`config.mk`:
```
export PLATFORM = sky130hd
export DESIGN_NAME = mab_top
export DESIGN_NICKNAME = d
export VERILOG_FILES = /design/src/rtl/mab_pkg.sv /design/src/rtl/mab_sync.sv /design/src/rtl/mab_capture.sv /design/src/rtl/mab_strobe.sv /design/src/rtl/mab_top.sv
export SDC_FILE = /design/constraint.sdc
export NUM_CORES = 1
export LEC_CHECK = 0
export CORE_ASPECT_RATIO = 0.8
export CORE_MARGIN = 2
export CORE_UTILIZATION = 45
export DETAILED_ROUTE_END_ITERATION = 10
export GPL_ROUTABILITY_DRIVEN = 0
export GPL_TIMING_DRIVEN = 0
export PLACE_DENSITY_LB_ADDON = 0.25
export SYNTH_ARGS = -nofsm -noshare
export SYNTH_HDL_FRONTEND = slang
export SYNTH_HIERARCHICAL = 1
export SYNTH_SLANG_ARGS = --single-unit
export TNS_END_PERCENT = 10
```
`constraint.sdc`:
```
create_clock -name clk -period 3.3 [get_ports clk]
set_input_delay 0.66 -clock clk [delete_from_list [all_inputs] [get_ports clk]]
set_output_delay 0.66 -clock clk [all_outputs]
set_load 0.02 [all_outputs]
```
`src/rtl/mab_pkg.sv`:
```
package mab_pkg;

  localparam int ADDR_W = 20;
  localparam int AD_W   = 16;
  localparam int NIB_W  = 4;
  localparam int UP_W   = ADDR_W - NIB_W;

  typedef enum logic [1:0] {
    MODE_LOW   = 2'd0,
    MODE_PAGE  = 2'd1,
    MODE_MUX8  = 2'd2,
    MODE_MUX16 = 2'd3
  } mode_e;

  // Full address seen at the latch-enable edge for a given layout.
  function automatic logic [ADDR_W-1:0] capture_addr(
      input mode_e m, input logic [AD_W-1:0] ad, input logic [NIB_W-1:0] alo);
    logic [ADDR_W-1:0] a;
    a = '0;
    unique case (m)
      MODE_LOW:   a = {4'h0, ad[15:8], ad[7:0]};
      MODE_PAGE:  a = {4'h0, ad[7:0], ad[15:8]};
      MODE_MUX8:  a = {8'h00, ad[7:0], alo};
      MODE_MUX16: a = {ad, alo};
      default:    a = '0;
    endcase
    return a;
  endfunction

  // Low nibble tracks the dedicated pins live in these layouts.
  function automatic logic is_burst(input mode_e m);
    return (m == MODE_MUX8) || (m == MODE_MUX16);
  endfunction

  // Whether the read strobe takes part in this layout.
  function automatic logic uses_rd(input mode_e m);
    return m != MODE_LOW;
  endfunction

endpackage

```
`src/rtl/mab_sync.sv`:
```
module mab_sync #(
  parameter int W      = 1,
  parameter int STAGES = 2,
  parameter logic [W-1:0] RST_VAL = '0
) (
  input  logic         clk,
  input  logic         rst_n,
  input  logic [W-1:0] d,
  output logic [W-1:0] q
);
  logic [W-1:0] stage [STAGES];

  genvar g;
  generate
    for (g = 0; g < STAGES; g++) begin : g_stage
      always_ff @(posedge clk or negedge rst_n) begin
        if (!rst_n) begin
          stage[g] <= RST_VAL;
        end else begin
          if (g == 0) stage[g] <= d;
          else        stage[g] <= stage[(g == 0) ? 0 : g-1];
        end
      end
    end
  endgenerate

  assign q = stage[STAGES-1];
endmodule

```
`src/rtl/mab_capture.sv`:
```
module mab_capture
  import mab_pkg::*;
(
  input  logic              clk,
  input  logic              rst_n,
  input  logic              ale_s,
  input  logic [AD_W-1:0]   ad_s,
  input  logic [NIB_W-1:0]  alo_s,
  input  mode_e             mode,
  output logic              ale_fall,
  output logic [UP_W-1:0]   up_lat,
  output logic [NIB_W-1:0]  lo_lat
);
  logic              ale_d;
  logic [ADDR_W-1:0] cap_val;

  assign ale_fall = ale_d & ~ale_s;
  assign cap_val  = capture_addr(mode, ad_s, alo_s);

  always_ff @(posedge clk or negedge rst_n) begin
    if (!rst_n) begin
      ale_d  <= 1'b0;
      up_lat <= '0;
      lo_lat <= '0;
    end else begin
      ale_d <= ale_s;
      if (ale_fall) begin
        up_lat <= cap_val[ADDR_W-1:NIB_W];
        lo_lat <= cap_val[NIB_W-1:0];
      end
    end
  end
endmodule

```
`src/rtl/mab_strobe.sv`:
```
module mab_strobe
  import mab_pkg::*;
(
  input  mode_e mode,
  input  logic  ale_s,
  input  logic  rd_n_s,
  input  logic  wr_n_s,
  input  logic  psen_n_s,
  output logic  rd_q,
  output logic  wr_q,
  output logic  fetch_q,
  output logic  any_strobe,
  output logic  multi_strobe,
  output logic  data_phase,
  output logic  bus_busy
);
  logic [1:0] n_active;

  assign rd_q    = ~rd_n_s & uses_rd(mode);
  assign wr_q    = ~wr_n_s;
  assign fetch_q = ~psen_n_s;

  always_comb begin
    n_active = {1'b0, rd_q} + {1'b0, wr_q} + {1'b0, fetch_q};
  end

  assign any_strobe   = n_active != 2'd0;
  assign multi_strobe = n_active > 2'd1;
  assign data_phase   = ~ale_s & any_strobe;
  assign bus_busy     = ale_s | any_strobe;
endmodule

```
`src/rtl/mab_top.sv`:
```
module mab_top
  import mab_pkg::*;
#(
  parameter int SYNC_STAGES = 2
) (
  input  logic        clk,
  input  logic        rst_n,
  input  logic [1:0]  mode_sel,
  input  logic [15:0] ad_in,
  input  logic [3:0]  a_lo_in,
  input  logic        ale_in,
  input  logic        rd_n_in,
  input  logic        wr_n_in,
  input  logic        psen_n_in,
  output logic [19:0] addr_out,
  output logic        rd_q,
  output logic        wr_q,
  output logic        fetch_q,
  output logic        data_phase,
  output logic        proto_err,
  output logic [1:0]  mode_q
);
  localparam int BUS_W = 2 + AD_W + NIB_W + 4;
  localparam logic [BUS_W-1:0] BUS_RST = {{(BUS_W-3){1'b0}}, 3'b111};

  logic [BUS_W-1:0] raw_bus, syn_bus;
  logic [1:0]       mode_sel_s;
  logic [AD_W-1:0]  ad_s;
  logic [NIB_W-1:0] alo_s;
  logic             ale_s, rd_n_s, wr_n_s, psen_n_s;

  assign raw_bus = {mode_sel, ad_in, a_lo_in, ale_in, rd_n_in, wr_n_in, psen_n_in};
  assign {mode_sel_s, ad_s, alo_s, ale_s, rd_n_s, wr_n_s, psen_n_s} = syn_bus;

  mab_sync #(.W(BUS_W), .STAGES(SYNC_STAGES), .RST_VAL(BUS_RST)) u_sync (
    .clk(clk), .rst_n(rst_n), .d(raw_bus), .q(syn_bus)
  );

  mode_e mode_r;
  logic  bus_busy, any_strobe, multi_strobe, ale_fall, burst;
  logic [UP_W-1:0]  up_lat;
  logic [NIB_W-1:0] lo_lat;

  always_ff @(posedge clk or negedge rst_n) begin
    if (!rst_n)         mode_r <= MODE_LOW;
    else if (!bus_busy) mode_r <= mode_e'(mode_sel_s);
  end

  mab_capture u_cap (
    .clk(clk), .rst_n(rst_n), .ale_s(ale_s), .ad_s(ad_s), .alo_s(alo_s),
    .mode(mode_r), .ale_fall(ale_fall), .up_lat(up_lat), .lo_lat(lo_lat)
  );

  mab_strobe u_stb (
    .mode(mode_r), .ale_s(ale_s), .rd_n_s(rd_n_s), .wr_n_s(wr_n_s),
    .psen_n_s(psen_n_s), .rd_q(rd_q), .wr_q(wr_q), .fetch_q(fetch_q),
    .any_strobe(any_strobe), .multi_strobe(multi_strobe),
    .data_phase(data_phase), .bus_busy(bus_busy)
  );

  assign burst     = is_burst(mode_r);
  assign addr_out  = {up_lat, burst ? alo_s : lo_lat};
  assign proto_err = multi_strobe;
  assign mode_q    = mode_r;
endmodule

```
==> out/metrics.yaml, run 1 <==
timing:
  max_slew.worst_pin.slew_ps: 883
  maxSlewViolCount: 0
  finalSetupTns_ps: 0
  period_minus_slack_ps: 3140
  fin_skew_ps: 11.2
  finalSetupViolCount: 0
  max_slew_margin_pct: 41.2
  max_freq_ghz: 0.318
  final-hold-violation-count: 0
  hold_slack_ps: 341
  rsz0062_at_grt: "false"
  finalCritPeriodShare_pct: 95.3
cts:
  root_buffer: "clkbuf_8"
  cts_tree: "yes"
  cts-resized-gates: 0
  clk_pin_slew_ps: 70
  htreeDepth: 3
  cts_sinks: 75
  post_cts_buffers: 0
  numCtsBuffers: 9
  hold_buffers: 0
  clock_latency_ps: 340
  clk_path_buf_depth: 2
cells_and_area:
  finish.utilization_pct: 60.5
  area_growth_pct: 28.0
  final_cell_mix: "dfrtp_1 (69), clkdlybuf4s50_1 (53), buf_4 (27)"
  fillCellCount: 493
  antenna_cells: 0
  final_layout_size_suffix_gt1_share_pct: 26.8
  nNetsFinal: 289
  final_cells: 346
  layout_commonest_cell: "dfrtp_1"
power:
  p_leak_nw: 1.64
  power_density_nw_per_um2: 728
  peakVddDrop_mv: 0.322
critical_path:
  worst-setup-path-type: "register to primary output"
  crit_fanout: 10
  cp-end-kind: "primary output"
  crit_path_frequent_cell: "o21ba_2"
  crit_family: "buffers and inverters"
  path_cells: "o21ba_2, fa_1, o21ba_2, clkdlybuf4s50_1"
  crit_buf_inv: 1
  crit_slowest_cell: "clkdlybuf4s50_1"
  cp.arrival_ps: 2480
  startpoint_type: "register"
  cpPeakStageDelay_ps: 590
  cp.required_ps: 2640
outcome:
  status: "finished clean"
place:
  io_buffers: 54
  dp.cells: 330
yosys:
  yosysWarnings: 6
  syn_inst: 195
  synth_area_um2: 2830
  synthesis.nets: 224
  syn_avg_cell_area_um2: 14.5
global_routing:
  grt_pass1_vias: 1607
  grt_max_degree: 76
  grt.met3_usage_pct: 6.41
  antenna_found_initial: 0
  busiest_layer: "met2"
  use_met2_pct: 23.4
  grt_first_pass_wirelength_mm: 7.73
  overflow: 0
  use_met1_pct: 19.0
  grtUsageTotal_pct: 15.5
detailed_routing:
  drt_iter0_markers: 85
  wl_mm: 4.69
  dr.pass1.iters: 4
  avgViaCountPerCell: 4.51
  route.detailed.drc: 0
  vias: 1560
  wl_per_cell_um: 13.6
  antenna_left: 0
min_path:
  hold_path_class: "register to register"
floorplanning:
  core_region_area_um2: 5970
  start_util_pct: 47.3
  die_h_um: 74.9
  die_w_um: 92.6
  rows: 25
  dieArea_um2: 6930
  io_pins: 55
job:
  maxCapViolCount: 0
[registers in the layout, summed over array words and instances (netlist names)]
name          count
u_sync/stage     26
u_cap/lo_lat      4
u_cap/up_lat     16
mode_q            2
u_cap/ale_d       1
u_sync/q         26
[path summary, 6_finish.rpt]
check	to	cells after the start	slack (ps)	start
max	data_phase	4	160	mode_q[1]
min	u_sync/q[17]	0	340	u_sync/stage[43]
max reg2reg	mode_q[1]	4	1110	mode_q[1]
min reg2reg	u_sync/q[17]	0	340	u_sync/stage[43]
max in group asynchronous	mode_q[1]	1	2290	rst_n
min in group asynchronous	u_cap/up_lat[12]	1	450	rst_n
[power by group]
group	total (mW)	switching [mW]	leakage [nW]	internal, mW
combinational	0.918	0.418	0.674	0.500
sequential	1.16	0.108	0.886	1.05
clock	0.558	0.284	0.0757	0.274
[worst register-to-register path, cell delays in order (launching register included)]
cell	delay [ps]
dfrtp_1	570
o21ba_2	320
fa_1	490
or3_1	410
mux2_2	290
[layer usage]
metal	vias up	part of all wire, %
met2	39	46
met1	743	45
met3	13	5.7
met5	-	0
met4	0	2.5
li1	765	-
[per-stage QoR]
| step | area (µm²) | total power, mW | setup slack, ps |
|---|---|---|---|
| floorplan | 2830 | 1.72 | 935 |
| global placement | 3470 | 2.09 | -901 |
| detailed placement | 3470 | 2.10 | 498 |
| CTS | 3620 | 2.68 | 108 |
| global route | 3620 | 2.78 | 59.4 |
| finish | 3620 | 2.63 | 155 |
[area by class of cell]
class	instances	area [µm²]	share of cell area (%)
Inverter	3	11.3	0.311
Timing Repair Buffer	54	538	14.9
Sequential cell	75	1880	52.1
Buffer	34	274	7.58
Clock inverter	1	5.00	0.138
Clock buffer	15	146	4.05
Multi-Input combinational cell	83	657	18.2
Tap cell	81	101	2.80
No activity file was read; power rests on OpenSTA's default activity.
==> run 2, diff against run 1 <==
--- a/config.mk
+++ b/config.mk
@@ -5,6 +5,7 @@
 export SDC_FILE = /design/constraint.sdc
 export NUM_CORES = 1
 export LEC_CHECK = 0
+export CAP_MARGIN = 20
 export CORE_ASPECT_RATIO = 0.8
 export CORE_MARGIN = 2
 export CORE_UTILIZATION = 45
@@ -12,6 +13,7 @@
 export GPL_ROUTABILITY_DRIVEN = 0
 export GPL_TIMING_DRIVEN = 0
 export PLACE_DENSITY_LB_ADDON = 0.25
+export SLEW_MARGIN = 0
 export SYNTH_ARGS = -nofsm -noshare
 export SYNTH_HDL_FRONTEND = slang
 export SYNTH_HIERARCHICAL = 1
==> results of run 2 <==
No change in the layout: final DEF, timing and power equal those of run 1.
